[src/rtl/sram_lane_pkg.sv]
package sram_lane_pkg;

    localparam int DW    = 16;
    localparam int BW    = 8;
    localparam int LANES = DW / BW;

    typedef enum logic [2:0] {
        ST_IDLE   = 3'd0,
        ST_TURN   = 3'd1,
        ST_SETUP  = 3'd2,
        ST_ACCESS = 3'd3,
        ST_RDCAP  = 3'd4,
        ST_WRREL  = 3'd5
    } seq_state_e;

    // Latched operation, without the address (its width is a parameter)
    typedef struct packed {
        logic             wr;
        logic [LANES-1:0] be;
        logic [DW-1:0]    wdata;
    } op_ctl_t;

    // Memory-side control pins
    typedef struct packed {
        logic ce_n;
        logic we_n;
        logic oe_n;
        logic lb_n;
        logic ub_n;
        logic dq_oe;
    } pin_ctl_t;

    // Whole clock cycles covering t_ps, never below one
    function automatic int cycles_for(input int t_ps, input int clk_ps);
        int n;
        n = (t_ps + clk_ps - 1) / clk_ps;
        return (n < 1) ? 1 : n;
    endfunction

    function automatic int max2(input int a, input int b);
        return (a > b) ? a : b;
    endfunction

    // Expand lane enables into a bit mask
    function automatic logic [DW-1:0] lane_mask(input logic [LANES-1:0] be);
        logic [DW-1:0] m;
        for (int i = 0; i < LANES; i++) begin
            m[i*BW +: BW] = {BW{be[i]}};
        end
        return m;
    endfunction

endpackage

[src/rtl/sram_lane_tmr.sv]
module sram_lane_tmr #(
    parameter int TW = 2
) (
    input  logic          clk,
    input  logic          rst,
    input  logic          load,
    input  logic [TW-1:0] load_val,
    output logic          expired
);
    logic [TW-1:0] cnt;

    always_ff @(posedge clk) begin
        if (rst) begin
            cnt <= '0;
        end else if (load) begin
            cnt <= load_val;
        end else if (cnt != '0) begin
            cnt <= cnt - 1'b1;
        end
    end

    assign expired = (cnt == '0);

endmodule

[src/rtl/sram_lane_seq.sv]
module sram_lane_seq
    import sram_lane_pkg::*;
#(
    parameter int RD_CYC = 2,
    parameter int WE_CYC = 2,
    parameter int TA_CYC = 1
) (
    input  logic       clk,
    input  logic       rst,
    input  logic       req_valid,
    input  logic       req_wr,
    input  logic       req_noop,
    input  logic       cur_wr,
    output seq_state_e st,
    output logic       ready,
    output logic       fire,
    output logic       cap_en,
    output logic       rd_clr
);
    localparam int TMAX = max2(max2(RD_CYC, WE_CYC), TA_CYC);
    localparam int TW   = (TMAX < 2) ? 1 : $clog2(TMAX);
    localparam logic [TW-1:0] RD_V = TW'(RD_CYC - 1);
    localparam logic [TW-1:0] WE_V = TW'(WE_CYC - 1);
    localparam logic [TW-1:0] TA_V = TW'(TA_CYC - 1);

    seq_state_e    nxt;
    logic          tmr_load;
    logic [TW-1:0] tmr_val;
    logic          tmr_zero;
    logic          have_last;
    logic          last_wr;
    logic          dir_switch;

    assign ready      = (st == ST_IDLE);
    assign fire       = req_valid && ready;
    assign dir_switch = have_last && (last_wr != req_wr);
    assign cap_en     = (st == ST_ACCESS) && tmr_zero && !cur_wr;
    assign rd_clr     = fire && req_noop && !req_wr;

    sram_lane_tmr #(.TW(TW)) i_tmr (
        .clk      (clk),
        .rst      (rst),
        .load     (tmr_load),
        .load_val (tmr_val),
        .expired  (tmr_zero)
    );

    always_comb begin
        nxt      = st;
        tmr_load = 1'b0;
        tmr_val  = '0;
        unique case (st)
            ST_IDLE: begin
                if (fire) begin
                    if (req_noop) begin
                        nxt = req_wr ? ST_IDLE : ST_RDCAP;
                    end else if (dir_switch) begin
                        nxt      = ST_TURN;
                        tmr_load = 1'b1;
                        tmr_val  = TA_V;
                    end else begin
                        nxt = ST_SETUP;
                    end
                end
            end
            ST_TURN: begin
                if (tmr_zero) nxt = ST_SETUP;
            end
            ST_SETUP: begin
                nxt      = ST_ACCESS;
                tmr_load = 1'b1;
                tmr_val  = cur_wr ? WE_V : RD_V;
            end
            ST_ACCESS: begin
                if (tmr_zero) nxt = cur_wr ? ST_WRREL : ST_RDCAP;
            end
            ST_RDCAP: nxt = ST_IDLE;
            ST_WRREL: nxt = ST_IDLE;
            default:  nxt = ST_IDLE;
        endcase
    end

    always_ff @(posedge clk) begin
        if (rst) begin
            st        <= ST_IDLE;
            have_last <= 1'b0;
            last_wr   <= 1'b0;
        end else begin
            st <= nxt;
            if (fire && !req_noop) begin
                have_last <= 1'b1;
                last_wr   <= req_wr;
            end
        end
    end

    // A direct idle-to-setup step must keep the previous direction
    AST_SWITCH_NEEDS_TURN: assert property (@(posedge clk) disable iff (rst)
        (st == ST_SETUP && $past(st) == ST_IDLE && $past(have_last))
        |-> ($past(last_wr) == cur_wr)) else $error("turnaround skipped");

    AST_ACCESS_FOLLOWS_SETUP: assert property (@(posedge clk) disable iff (rst)
        (st == ST_ACCESS && $past(st) != ST_ACCESS) |-> $past(st) == ST_SETUP)
        else $error("strobe phase without setup");

endmodule

[src/rtl/sram_lane_phy.sv]
module sram_lane_phy
    import sram_lane_pkg::*;
#(
    parameter int ADDR_W = 17,
    parameter int RD_CYC = 2,
    parameter int WE_CYC = 2
) (
    input  logic              clk,
    input  logic              rst,
    input  seq_state_e        st,
    input  op_ctl_t           cur,
    input  logic [ADDR_W-1:0] addr_q,
    input  logic              cap_en,
    input  logic              rd_clr,
    input  logic [DW-1:0]     mem_dq_i,
    output pin_ctl_t          pins,
    output logic [ADDR_W-1:0] mem_addr,
    output logic [DW-1:0]     mem_dq_o,
    output logic [DW-1:0]     rd_data,
    output logic              rd_valid
);
    logic          sel;
    logic          strobe;
    logic [DW-1:0] rd_q;
    logic [7:0]    we_low;
    logic [7:0]    oe_low;

    assign sel    = (st == ST_SETUP) || (st == ST_ACCESS) || (st == ST_WRREL);
    assign strobe = (st == ST_ACCESS);

    always_comb begin
        pins.ce_n  = !sel;
        pins.lb_n  = !(sel && cur.be[0]);
        pins.ub_n  = !(sel && cur.be[1]);
        pins.we_n  = !(strobe && cur.wr);
        pins.oe_n  = !(strobe && !cur.wr);
        pins.dq_oe = sel && cur.wr;
    end

    assign mem_addr = addr_q;
    assign mem_dq_o = cur.wdata;
    assign rd_data  = rd_q;
    assign rd_valid = (st == ST_RDCAP);

    always_ff @(posedge clk) begin
        if (rst) begin
            rd_q <= '0;
        end else if (cap_en) begin
            rd_q <= mem_dq_i & lane_mask(cur.be);
        end else if (rd_clr) begin
            rd_q <= '0;
        end
    end

    // Strobe-width counters used only by the checks below
    always_ff @(posedge clk) begin
        if (rst) begin
            we_low <= '0;
            oe_low <= '0;
        end else begin
            we_low <= pins.we_n ? 8'd0 : ((we_low == 8'hFF) ? we_low : we_low + 8'd1);
            oe_low <= pins.oe_n ? 8'd0 : ((oe_low == 8'hFF) ? oe_low : oe_low + 8'd1);
        end
    end

    AST_WE_PULSE_LEN: assert property (@(posedge clk) disable iff (rst)
        $rose(pins.we_n) |-> (we_low == 8'(WE_CYC))) else $error("we width");

    AST_WE_NEEDS_LANE: assert property (@(posedge clk) disable iff (rst)
        !pins.we_n |-> (!pins.ce_n && !(pins.lb_n && pins.ub_n))) else $error("we without lane");

    AST_OE_PULSE_LEN: assert property (@(posedge clk) disable iff (rst)
        $rose(pins.oe_n) |-> (oe_low == 8'(RD_CYC))) else $error("oe width");

    AST_BUS_SAFE: assert property (@(posedge clk) disable iff (rst)
        pins.dq_oe |-> (!pins.ce_n && pins.oe_n)) else $error("bus contention");

    AST_ADDR_HOLD: assert property (@(posedge clk) disable iff (rst)
        (!pins.ce_n && $past(!pins.ce_n)) |-> $stable(mem_addr)) else $error("addr moved");

    AST_WDATA_HOLD: assert property (@(posedge clk) disable iff (rst)
        (pins.dq_oe && $past(pins.dq_oe)) |-> $stable(mem_dq_o)) else $error("wdata moved");

    AST_WE_RISE_DRIVEN: assert property (@(posedge clk) disable iff (rst)
        $rose(pins.we_n) |-> pins.dq_oe) else $error("no data hold");

    AST_OE_WE_EXCL: assert property (@(posedge clk) disable iff (rst)
        (pins.oe_n || pins.we_n)) else $error("oe and we low");

endmodule

[src/rtl/sram_lane_ctrl.sv]
module sram_lane_ctrl
    import sram_lane_pkg::*;
#(
    parameter int ADDR_W   = 17,
    parameter int CLK_PS   = 10000,
    parameter int T_AA_PS  = 12000,
    parameter int T_WC_PS  = 12000,
    parameter int T_PWE_PS = 10000,
    parameter int TA_CYC   = 1
) (
    input  logic              clk,
    input  logic              rst,
    input  logic              req_valid,
    output logic              req_ready,
    input  logic              req_wr,
    input  logic [ADDR_W-1:0] req_addr,
    input  logic [15:0]       req_wdata,
    input  logic [1:0]        req_be,
    output logic              rd_valid,
    output logic [15:0]       rd_data,
    output logic [ADDR_W-1:0] mem_addr,
    output logic              mem_ce_n,
    output logic              mem_we_n,
    output logic              mem_oe_n,
    output logic              mem_lb_n,
    output logic              mem_ub_n,
    output logic [15:0]       mem_dq_o,
    input  logic [15:0]       mem_dq_i,
    output logic              mem_dq_oe
);
    localparam int RD_CYC = cycles_for(T_AA_PS, CLK_PS);
    localparam int WE_CYC = cycles_for(max2(T_WC_PS, T_PWE_PS), CLK_PS);

    seq_state_e        st;
    op_ctl_t           cur;
    logic [ADDR_W-1:0] addr_q;
    logic              fire;
    logic              cap_en;
    logic              rd_clr;
    logic              noop;
    pin_ctl_t          pins;

    assign noop = (req_be == '0);

    always_ff @(posedge clk) begin
        if (rst) begin
            cur    <= '0;
            addr_q <= '0;
        end else if (fire && !noop) begin
            cur.wr    <= req_wr;
            cur.be    <= req_be;
            cur.wdata <= req_wdata;
            addr_q    <= req_addr;
        end
    end

    sram_lane_seq #(
        .RD_CYC (RD_CYC),
        .WE_CYC (WE_CYC),
        .TA_CYC (TA_CYC)
    ) i_seq (
        .clk       (clk),
        .rst       (rst),
        .req_valid (req_valid),
        .req_wr    (req_wr),
        .req_noop  (noop),
        .cur_wr    (cur.wr),
        .st        (st),
        .ready     (req_ready),
        .fire      (fire),
        .cap_en    (cap_en),
        .rd_clr    (rd_clr)
    );

    sram_lane_phy #(
        .ADDR_W (ADDR_W),
        .RD_CYC (RD_CYC),
        .WE_CYC (WE_CYC)
    ) i_phy (
        .clk      (clk),
        .rst      (rst),
        .st       (st),
        .cur      (cur),
        .addr_q   (addr_q),
        .cap_en   (cap_en),
        .rd_clr   (rd_clr),
        .mem_dq_i (mem_dq_i),
        .pins     (pins),
        .mem_addr (mem_addr),
        .mem_dq_o (mem_dq_o),
        .rd_data  (rd_data),
        .rd_valid (rd_valid)
    );

    assign mem_ce_n  = pins.ce_n;
    assign mem_we_n  = pins.we_n;
    assign mem_oe_n  = pins.oe_n;
    assign mem_lb_n  = pins.lb_n;
    assign mem_ub_n  = pins.ub_n;
    assign mem_dq_oe = pins.dq_oe;

    AST_READY_QUIET: assert property (@(posedge clk) disable iff (rst)
        req_ready |-> (mem_ce_n && !mem_dq_oe)) else $error("busy pins while ready");

    AST_READY_DROPS: assert property (@(posedge clk) disable iff (rst)
        (req_valid && req_ready && req_be != 2'b00) |=> !req_ready) else $error("ready held");

    AST_RVALID_PULSE: assert property (@(posedge clk) disable iff (rst)
        rd_valid |=> !rd_valid) else $error("rd_valid too long");

    AST_NOOP_NO_SELECT: assert property (@(posedge clk) disable iff (rst)
        (req_valid && req_ready && req_be == 2'b00) |=> mem_ce_n) else $error("noop selected chip");

endmodule

[config.mk]
export PLATFORM = sky130hd
export DESIGN_NAME = sram_lane_ctrl
export DESIGN_NICKNAME = d
export VERILOG_FILES = /design/src/rtl/sram_lane_pkg.sv /design/src/rtl/sram_lane_tmr.sv /design/src/rtl/sram_lane_seq.sv /design/src/rtl/sram_lane_phy.sv /design/src/rtl/sram_lane_ctrl.sv
export SDC_FILE = /design/constraint.sdc
export NUM_CORES = 1
export LEC_CHECK = 0
export CORE_UTILIZATION = 42
export DETAILED_ROUTE_END_ITERATION = 8
export GPL_TIMING_DRIVEN = 0
export PLACE_DENSITY_LB_ADDON = 0.05
export SLEW_MARGIN = 20
export SYNTH_ARGS = -nofsm -noshare
export SYNTH_HDL_FRONTEND = slang
export SYNTH_SLANG_ARGS = --single-unit
[constraint.sdc]
create_clock -name clk -period 2.1 [get_ports clk]
set_clock_uncertainty 0.2 [all_clocks]
set_input_delay 0.315 -clock clk [delete_from_list [all_inputs] [get_ports clk]]
set_output_delay 0.315 -clock clk [all_outputs]
set_load 0.01 [all_outputs]
* After elaboration in Yosys (flattened, before gate mapping)
Cells that the tools add are included.
Storage, ports and cells: input bits 55, register bits after elaboration 57, word-level logic and storage cells 63
Operators by class: bitwise operators 2, reductions and logical operators 26, equality and inequality tests 9, muxes and demuxes 17, add/sub/neg operators 1
Operators with widths (number):
- 16-bit two-way mux | 2
- 16-bit bitwise AND | 1
- 3-bit two-way mux | 5
- 1-bit logical AND | 12
- 3-bit one-hot mux with 4 select lines | 1
- 1-bit logical NOT | 8
- 1-bit two-way mux | 7
- 3-bit by 2-bit == test with 1-bit output (second input constant) | 2
- 3-bit == test (second input constant) | 2
- 2-bit != test (second input constant) | 3
- 3-bit by 1-bit == test with 1-bit output (second input constant) | 1
- 3-bit logical NOT | 1
- 3-bit AND reduction | 1
- 2-bit logical NOT | 1
- 1-bit logical OR | 2
- 2-bit two-way mux | 1
- 1-bit one-hot mux with 2 select lines | 1
- 2-bit nonzero test | 1
- 1-bit != test | 1
- 1-bit NOT | 1
- 1-bit subtractor (second input constant) | 1

* Longest topological paths before layout
Gate-level depths: netlist of run 1.
depth after elaboration 7, depth in mapped cells 8, mapped depth without buffers 4

* Modules after synthesis
From an unflattened synthesis of run 1, not the netlist that was laid out.
Second synthesis, totals: cells, all modules 316, area total of the unflattened synthesis 2984.1 um^2
Modules (own cells, without submodules):
- sram_lane_ctrl | times used 1, cells each 157, area an instance 1617.8 um^2
- sram_lane_phy | times used 1, cells each 114, area an instance 972.2 um^2
- sram_lane_seq | times used 1, cells each 42, area an instance 361.6 um^2
- sram_lane_tmr | times used 1, cells each 3, area an instance 32.5 um^2

* Worst setup path before layout of run 1
Ideal clock, no wire load.
path type register to output, start point register i_seq.st[1], end point output port mem_oe_n, path slack 0.303 ns, buffers on the path 3, stages on the path, launching flop included 6, arrival 1.282 ns, path through dfxtp_1 > buf_2 > and3b_1 > clkbuf_1 > clkbuf_1 > nand2_1
Between the ends: word-level cells in the longest chain between the ends 3
Ends and longest elaborated chain:
- from (decl) | line sram_lane_seq.sv:14 | output seq_state_e st,
- from (signal assigned) | line sram_lane_seq.sv:89 | st <= nxt;
- 3-bit by 2-bit == test with 1-bit output | line sram_lane_phy.sv:29 | assign strobe = (st == ST_ACCESS);
- 1-bit logical AND | line sram_lane_phy.sv:36 | pins.oe_n = !(strobe && !cur.wr);
- 1-bit logical NOT | line sram_lane_phy.sv:36
- to (decl) | line sram_lane_ctrl.sv:24 | output logic mem_oe_n,
Every way passes these cells.

* Worst setup path in the final report of run 1
start point register i_seq.st[1], end point register cur[16] (netlist name)
Between the ends: word-level cells in the longest chain between the ends 3
Ends and longest elaborated chain:
- 3-bit logical NOT | line sram_lane_seq.sv:34 | assign ready = (st == ST_IDLE);
- 1-bit logical AND | line sram_lane_seq.sv:35 | assign fire = req_valid && ready;
- 1-bit logical AND | line sram_lane_ctrl.sv:49 | end else if (fire && !noop) begin
Every way passes these cells. A chain may end at the register's enable or synchronous reset.

==> results of run 1 <==
==> metrics by stage <==
step           total power [W]  util (%)  instances
2_1_floorplan         0.001519         -        299
3_3_place_gp          0.001821     63.69        485
3_5_place_dp          0.001825     63.69        485
4_1_cts               0.002923     68.03        503
5_1_grt               0.003045     68.05        503
6_report              0.002910     68.05        503
==> cell usage after synthesis, drive strengths merged <==
library cell | instances | area [um^2]
nand3 | 36 | 180.2
and2 | 1 | 6.260
nor2 | 2 | 7.510
nor4 | 1 | 6.260
o21a | 1 | 7.510
buf | 28 | 205.2
dfxtp | 57 | 1141
o311a | 1 | 10.01
clkinv | 1 | 8.760
inv | 19 | 71.32
clkbuf | 20 | 75.07
o21ai | 38 | 190.2
nor3 | 3 | 20.02
and3 | 1 | 6.260
o2111ai | 1 | 8.760
nand4 | 16 | 100.1
nand3b | 1 | 7.510
and3b | 1 | 8.760
nor3b | 2 | 20.02
o41ai | 16 | 215.2
xor2 | 2 | 17.52
a31oi | 1 | 6.260
a21o | 1 | 7.510
a21oi | 40 | 200.2
or3 | 2 | 12.51
nand2 | 7 | 26.28
==> worst register-to-register path: cells and delay by family, from the launching register on <==
| family | cells | cell delay [ns] |
|---|---|---|
| AO/OA/AOI/OAI | 2 | 0.35 |
| buffers and inverters | 4 | 0.67 |
| flip-flops | 1 | 0.31 |
| AND/OR/NAND/NOR | 1 | 0.37 |
==> flip-flops by register name, summed over array words and instances (netlist names) <==
register / cells
i_seq.i_tmr.cnt: 1
i_seq.last_wr: 1
cur: 18
addr_q: 17
i_phy.rd_data: 16
i_seq.st: 3
i_seq.have_last: 1
==> layout make-up <==
class                      count  share of cell area, %
inverter                      20                  2.174
tap                           75                  2.329
multi-input combinational    174                  26.74
timing repair buffer         114                  27.73
buffer                        47                  7.609
clock inverter                 3                  1.615
sequential                    57                  28.35
clock buffer                  13                  3.447
==> routing by layer <==
metal  vias up  share of wire, %  routed length [um]
li1       1306                 -                   -
met1      1188                45                3131
met3        10               7.5                 518
met4         0               1.5                 105
met5         -                 0                   0
met2        91                46                3179
==> power by group through the flow <==
| stage | registers, W | logic, W | clock network (W) |
|---|---|---|---|
| final | 0.00117 | 0.000655 | 0.00108 |
| after global routing | 0.00118 | 0.000714 | 0.00115 |
| after CTS | 0.00117 | 0.000650 | 0.00110 |
| after detailed placement | 0.00120 | 0.000629 | 0 |
| after global placement | 0.00119 | 0.000626 | 0 |
| after floorplan | 0.00120 | 0.000316 | 0 |
==> worst paths after layout <==
kind                         start                to  slack, ns  cells after the start
hold reg to reg   i_phy.rd_data[0]  i_phy.rd_data[0]       0.26                      2
setup / recovery       i_seq.st[1]           cur[16]       0.06                      7
hold / removal    i_phy.rd_data[0]  i_phy.rd_data[0]       0.26                      2
setup reg to reg       i_seq.st[1]           cur[16]       0.06                      7
==> timing repair <==
item | in CTS | in global routing
resized for setup | 23 | 17
setup endpoints to repair | 7 | 35
setup buffers | 3 | 0
pin swaps | 1 | 0
hold buffers | 0 | 0
==> cells by family after synthesis <==
| logic type | count (synthesis) |
|---|---|
| compound gates | 99 |
| simple gates | 73 |
| buf+inv | 68 |
| flops | 57 |
| xor+xnor | 2 |
==> reports/results.ini, run 1 <==
[run_status]
outcome = completed

[final_layout]
seqCellArea_um2 = 1142
area_growth_pct = 57.00
finalInstanceArea_um2 = 4029
final_cell_mix = clkdlybuf4s50_1 (103), dfxtp_1 (56), a21oi_1 (40), nand3_1 (36), o21ai_0 (35)
finalNetCount = 478
drive_gt1_share_pct = 15.42
diodes = 0
multi_input_area_um2 = 1077
final_common_cell = clkdlybuf4s50_1
fill_cells = 534

[grt]
use_met2_pct = 34.62
grt-ovfl-total = 0
top_usage_layer = met2
grt.total_usage_pct = 22.11
gr-usage-met3_pct = 6.477
grt_pass1_vias = 2328
grt_max_degree = 15
grt_pass1_wl_um = 10980
grt.met1_usage_pct = 28.73
antenna_found_initial = 0

[timing]
tightest_slew_ns = 0.6733
slew_violations = 0
hold_ws_ns = 0.2625
slew_headroom_pct = 55.12
period_share_pct = 97.12
fmaxAchievable_mhz = 490.3
finalSetupTns_ns = 0
setup_viol = 0
min_period_ns = 2.039
hold_violations = 0
setup_ws_ns = 0.06057

[drt]
dr.pass1.iters = 4
drtIter0Drc = 114
via_per_inst = 5.159
drt-wirelength-per-cell_um = 13.79
drc = 0
ant_nets = 0
vias = 2595
wl_um = 6935

[setup_path]
worstPathCellList = buf_4, or3_4, buf_6, buf_4, clkbuf_1, o21ai_0, a21oi_1
critPathTopFamily = buffers and inverters
slowest_stage = or3_4
crit_required_ns = 2.09
cp_common_cell = buf_4
critPathBufInv = 4
crit_fanout = 10
slowest_delay_ns = 0.37
critPathCaptureType = register
worstPathArrival_ns = 2.03
cp-start-kind = register
worstSetupPathType = register to register

[pwr]
combPwrFrac_pct = 22.5
irDropWorstVdd_v = 0.0005156
seq_power_share_pct = 40.3
p_switching_w = 0.0007718
power.internal_w = 0.002138
p_clk_share_pct = 37.1
power.density_nw_per_um2 = 722.2
p_leak_nw = 1.512
swShare_pct = 26.53

[yosys]
synth-seq-area-share_pct = 44.47
synth_compound_area_share_pct = 25.16
synthMuxAreaShare_pct = 0
synth_area_per_cell_um2 = 8.583
yosysWarnings = 0
synth_area_um2 = 2566
synth.distinct_cells = 34
syn_inst = 299
post_synth_fa_ha_maj_area_fraction_pct = 0
ys_seq_elements = 57
yosys.area_share.simple_pct = 15.65
synth_xor_area_share_pct = 0.6826
synth_nets = 354
synth_top_family_by_area = compound AO/OA/AOI/OAI gates

[clocking]
cts_tree = yes
cts_root_buf = clkbuf_8
htree_levels = 3
cts.sinks = 57
clk_latency_ns = 0.33
clock_path_buffers = 2
numCtsBuffers = 9
path_clk_slew_ns = 0.07

[placed_design]
globalplace.congestion = 0.7582
place_ws_ns = -0.4172
portBuffers = 111
dpl.hpwl_um = 4728
placed_area_um2 = 3771

[die]
coreArea_um2 = 5921
dieArea_um2 = 6426
die_x_um = 80.17
pin_count = 112
die_y_um = 80.17
start_util_pct = 43.34
fp-row-count = 28

[min_path]
hp-class = register to register

[job]
drv_cap = 0

(Power assumes the default switching activity.)
==> run 2: changes to the inputs <==
--- a/config.mk
+++ b/config.mk
@@ -5,6 +5,7 @@
 export SDC_FILE = /design/constraint.sdc
 export NUM_CORES = 1
 export LEC_CHECK = 0
+export CORE_MARGIN = 5
 export CORE_UTILIZATION = 42
 export DETAILED_ROUTE_END_ITERATION = 8
 export GPL_TIMING_DRIVEN = 0
==> reports/results.ini, run 2 (synthesis gave the netlist of run 1 again) <==
[run_status]
outcome = completed

[timing]
slew_violations = 0  ; unchanged
setup_ws_ns = 0.06802  ; +0.007453 ns
period_share_pct = 96.76  ; -0.35 points
rsz0062_at_grt = false
tightest_slew_ns = 0.6558  ; -0.01748 ns
hold_ws_ns = 0.2624  ; -0.00009500 ns
setup_viol = 0  ; unchanged
hold_violations = 0  ; unchanged
slew_headroom_pct = 56.28  ; +1.2 points
min_period_ns = 2.032  ; -0.007453 ns
fmaxAchievable_mhz = 492.1  ; +0.37%

[grt]
grt.total_usage_pct = 19.71  ; -2.4 points
grt-ovfl-total = 0  ; unchanged
grt_pass1_wl_um = 12050  ; +9.7%
antenna_found_initial = 0  ; unchanged
grt_max_degree = 15  ; unchanged
grt_pass1_vias = 2526  ; +8.5%

[setup_path]
worstReg2RegStart = i_seq.st[0]
worstSetupPathType = register to primary output
worstPathArrival_ns = 1.52  ; -0.51 ns
critPathLaunch = i_seq.st[1]
cp-start-kind = register
crit_fanout = 8  ; -2
r2r_slack_ns = 0.13  ; +0.07 ns
worst_r2r_endpoint = addr_q[1]
critPathCaptureType = primary output
reg2reg_depth = 7  ; unchanged
crit_required_ns = 1.58  ; -0.51 ns

[min_path]
hp-class = register to register
hold_end = i_phy.rd_data[4]
hold_path_depth = 2  ; unchanged
min_from = i_phy.rd_data[4]

[final_layout]
largest-register = cur
final_common_cell = clkdlybuf4s50_1
fill_cells = 527  ; -1.3%
final_cell_mix = clkdlybuf4s50_1 (104), dfxtp_1 (56), a21oi_1 (40), nand3_1 (36), o21ai_0 (34)
largest_reg_flops = 18  ; unchanged
finalNetCount = 477  ; -0.21%
diodes = 0  ; unchanged
finalInstanceArea_um2 = 4043  ; +0.34%
postLayoutCoreUtil_pct = 68.28  ; +0.23 points
drive_gt1_share_pct = 16.16  ; +0.74 points
area_growth_pct = 57.53

[drt]
drc = 0  ; unchanged
via_per_inst = 5.183  ; +0.47%
met1Wirelength_um = 3110  ; -0.67%
dr_wl_met3_um = 699  ; +35%
vias = 2602  ; +0.27%
dr.pass1.iters = 4  ; unchanged
ant_nets = 0  ; unchanged
drt-wirelength-per-cell_um = 14.76  ; +7.0%
drtIter0Drc = 162  ; +42%
dr_wl_met2_um = 3480  ; +9.5%
dr.max_layer_used = met4
wl_um = 7409  ; +6.8%

[placed_design]
globalplace.congestion = 0.8476  ; +12%
portBuffers = 111  ; unchanged
placed_area_um2 = 3771  ; unchanged
place_ws_ns = -0.3982  ; +0.01897 ns
dpl.hpwl_um = 5259  ; +11%

[die]
dieArea_um2 = 7773  ; +21%
fp-row-count = 28  ; unchanged
coreArea_um2 = 5921  ; unchanged
die_y_um = 88.17  ; +10%
die_x_um = 88.17  ; +10%
start_util_pct = 43.34  ; unchanged
pin_count = 112  ; unchanged

[pwr]
p_leak_nw = 1.505  ; -0.46%
irDropWorstVdd_v = 0.0004760  ; -7.7%
power.density_nw_per_um2 = 739.0  ; +2.3%

[clocking]
numCtsBuffers = 9  ; unchanged
path_clk_slew_ns = 0.07  ; about the same
cts_tree = yes
clock_path_buffers = 2  ; unchanged
cts.sinks = 57  ; unchanged
htree_levels = 3  ; unchanged
cts_root_buf = clkbuf_8
clk_latency_ns = 0.33  ; about the same

[job]
drv_cap = 0  ; unchanged

[run 2: power by group]
part | internal (W) | switching [W] | total (W) | leakage (nW)
Combinational | 0.000321 | 0.000325 | 0.000646 | 0.925
Sequential | 0.00114 | 0.0000291 | 0.00117 | 0.465
Clock | 0.000729 | 0.000440 | 0.00117 | 0.115
Total | 0.00219 | 0.000794 | 0.00299 | 1.51
[run 2: cell type report]
class	instances	area [um^2]	share of cell area (%)
flip-flops and latches	57	1142	28.26
repair buffers	113	1110	27.45
multi-input cells	174	1074	26.56
plain buffers	47	306.5	7.583
clock buffers	11	151.4	3.745
well taps	75	93.84	2.321
inverters	20	87.58	2.167
clock inverters	5	77.57	1.919
[run 2: what timing repair did]
action | CTS | global route
gates resized for setup | 23 | 16
pin swaps | 0 | 2
endpoints found under the setup margin | 7 | 29
hold buffers | 0 | 0
setup buffers | 2 | 0
[run 2: worst max path at each step]
stage,end,slack [ns],cells past startpoint
CTS,mem_oe_n,-0.02,6
global placement,mem_oe_n,-0.39,6
global route,i_phy.rd_data[12],0.005,5
detailed placement,mem_oe_n,-0.40,6
finish,rd_valid,0.07,3
floorplan,mem_oe_n,0.30,5
[run 2: metal layers]
layer  vias to the layer above  track usage [%]
li1                       1304                -
met1                      1193            25.40
met2                        93            30.80
met3                        12            6.021
met4                         0            7.830
met5                         -                0
[run 2: worst max-delay path, stage by stage, from the launching register on]
cell	delay, ns
dfxtp_1	0.30
buf_4	0.15
nor3b_1	0.18
clkdlybuf4s50_1	0.56
[run 2: stage by stage]
step | total power [W] | instances | setup TNS [ns]
floorplan | 0.001519 | 299 | 0
finish | 0.002987 | 502 | 0
detailed placement | 0.001825 | 485 | -7.641
global route | 0.003136 | 502 | 0
CTS | 0.003005 | 502 | -0.01712
global placement | 0.001820 | 485 | -7.010
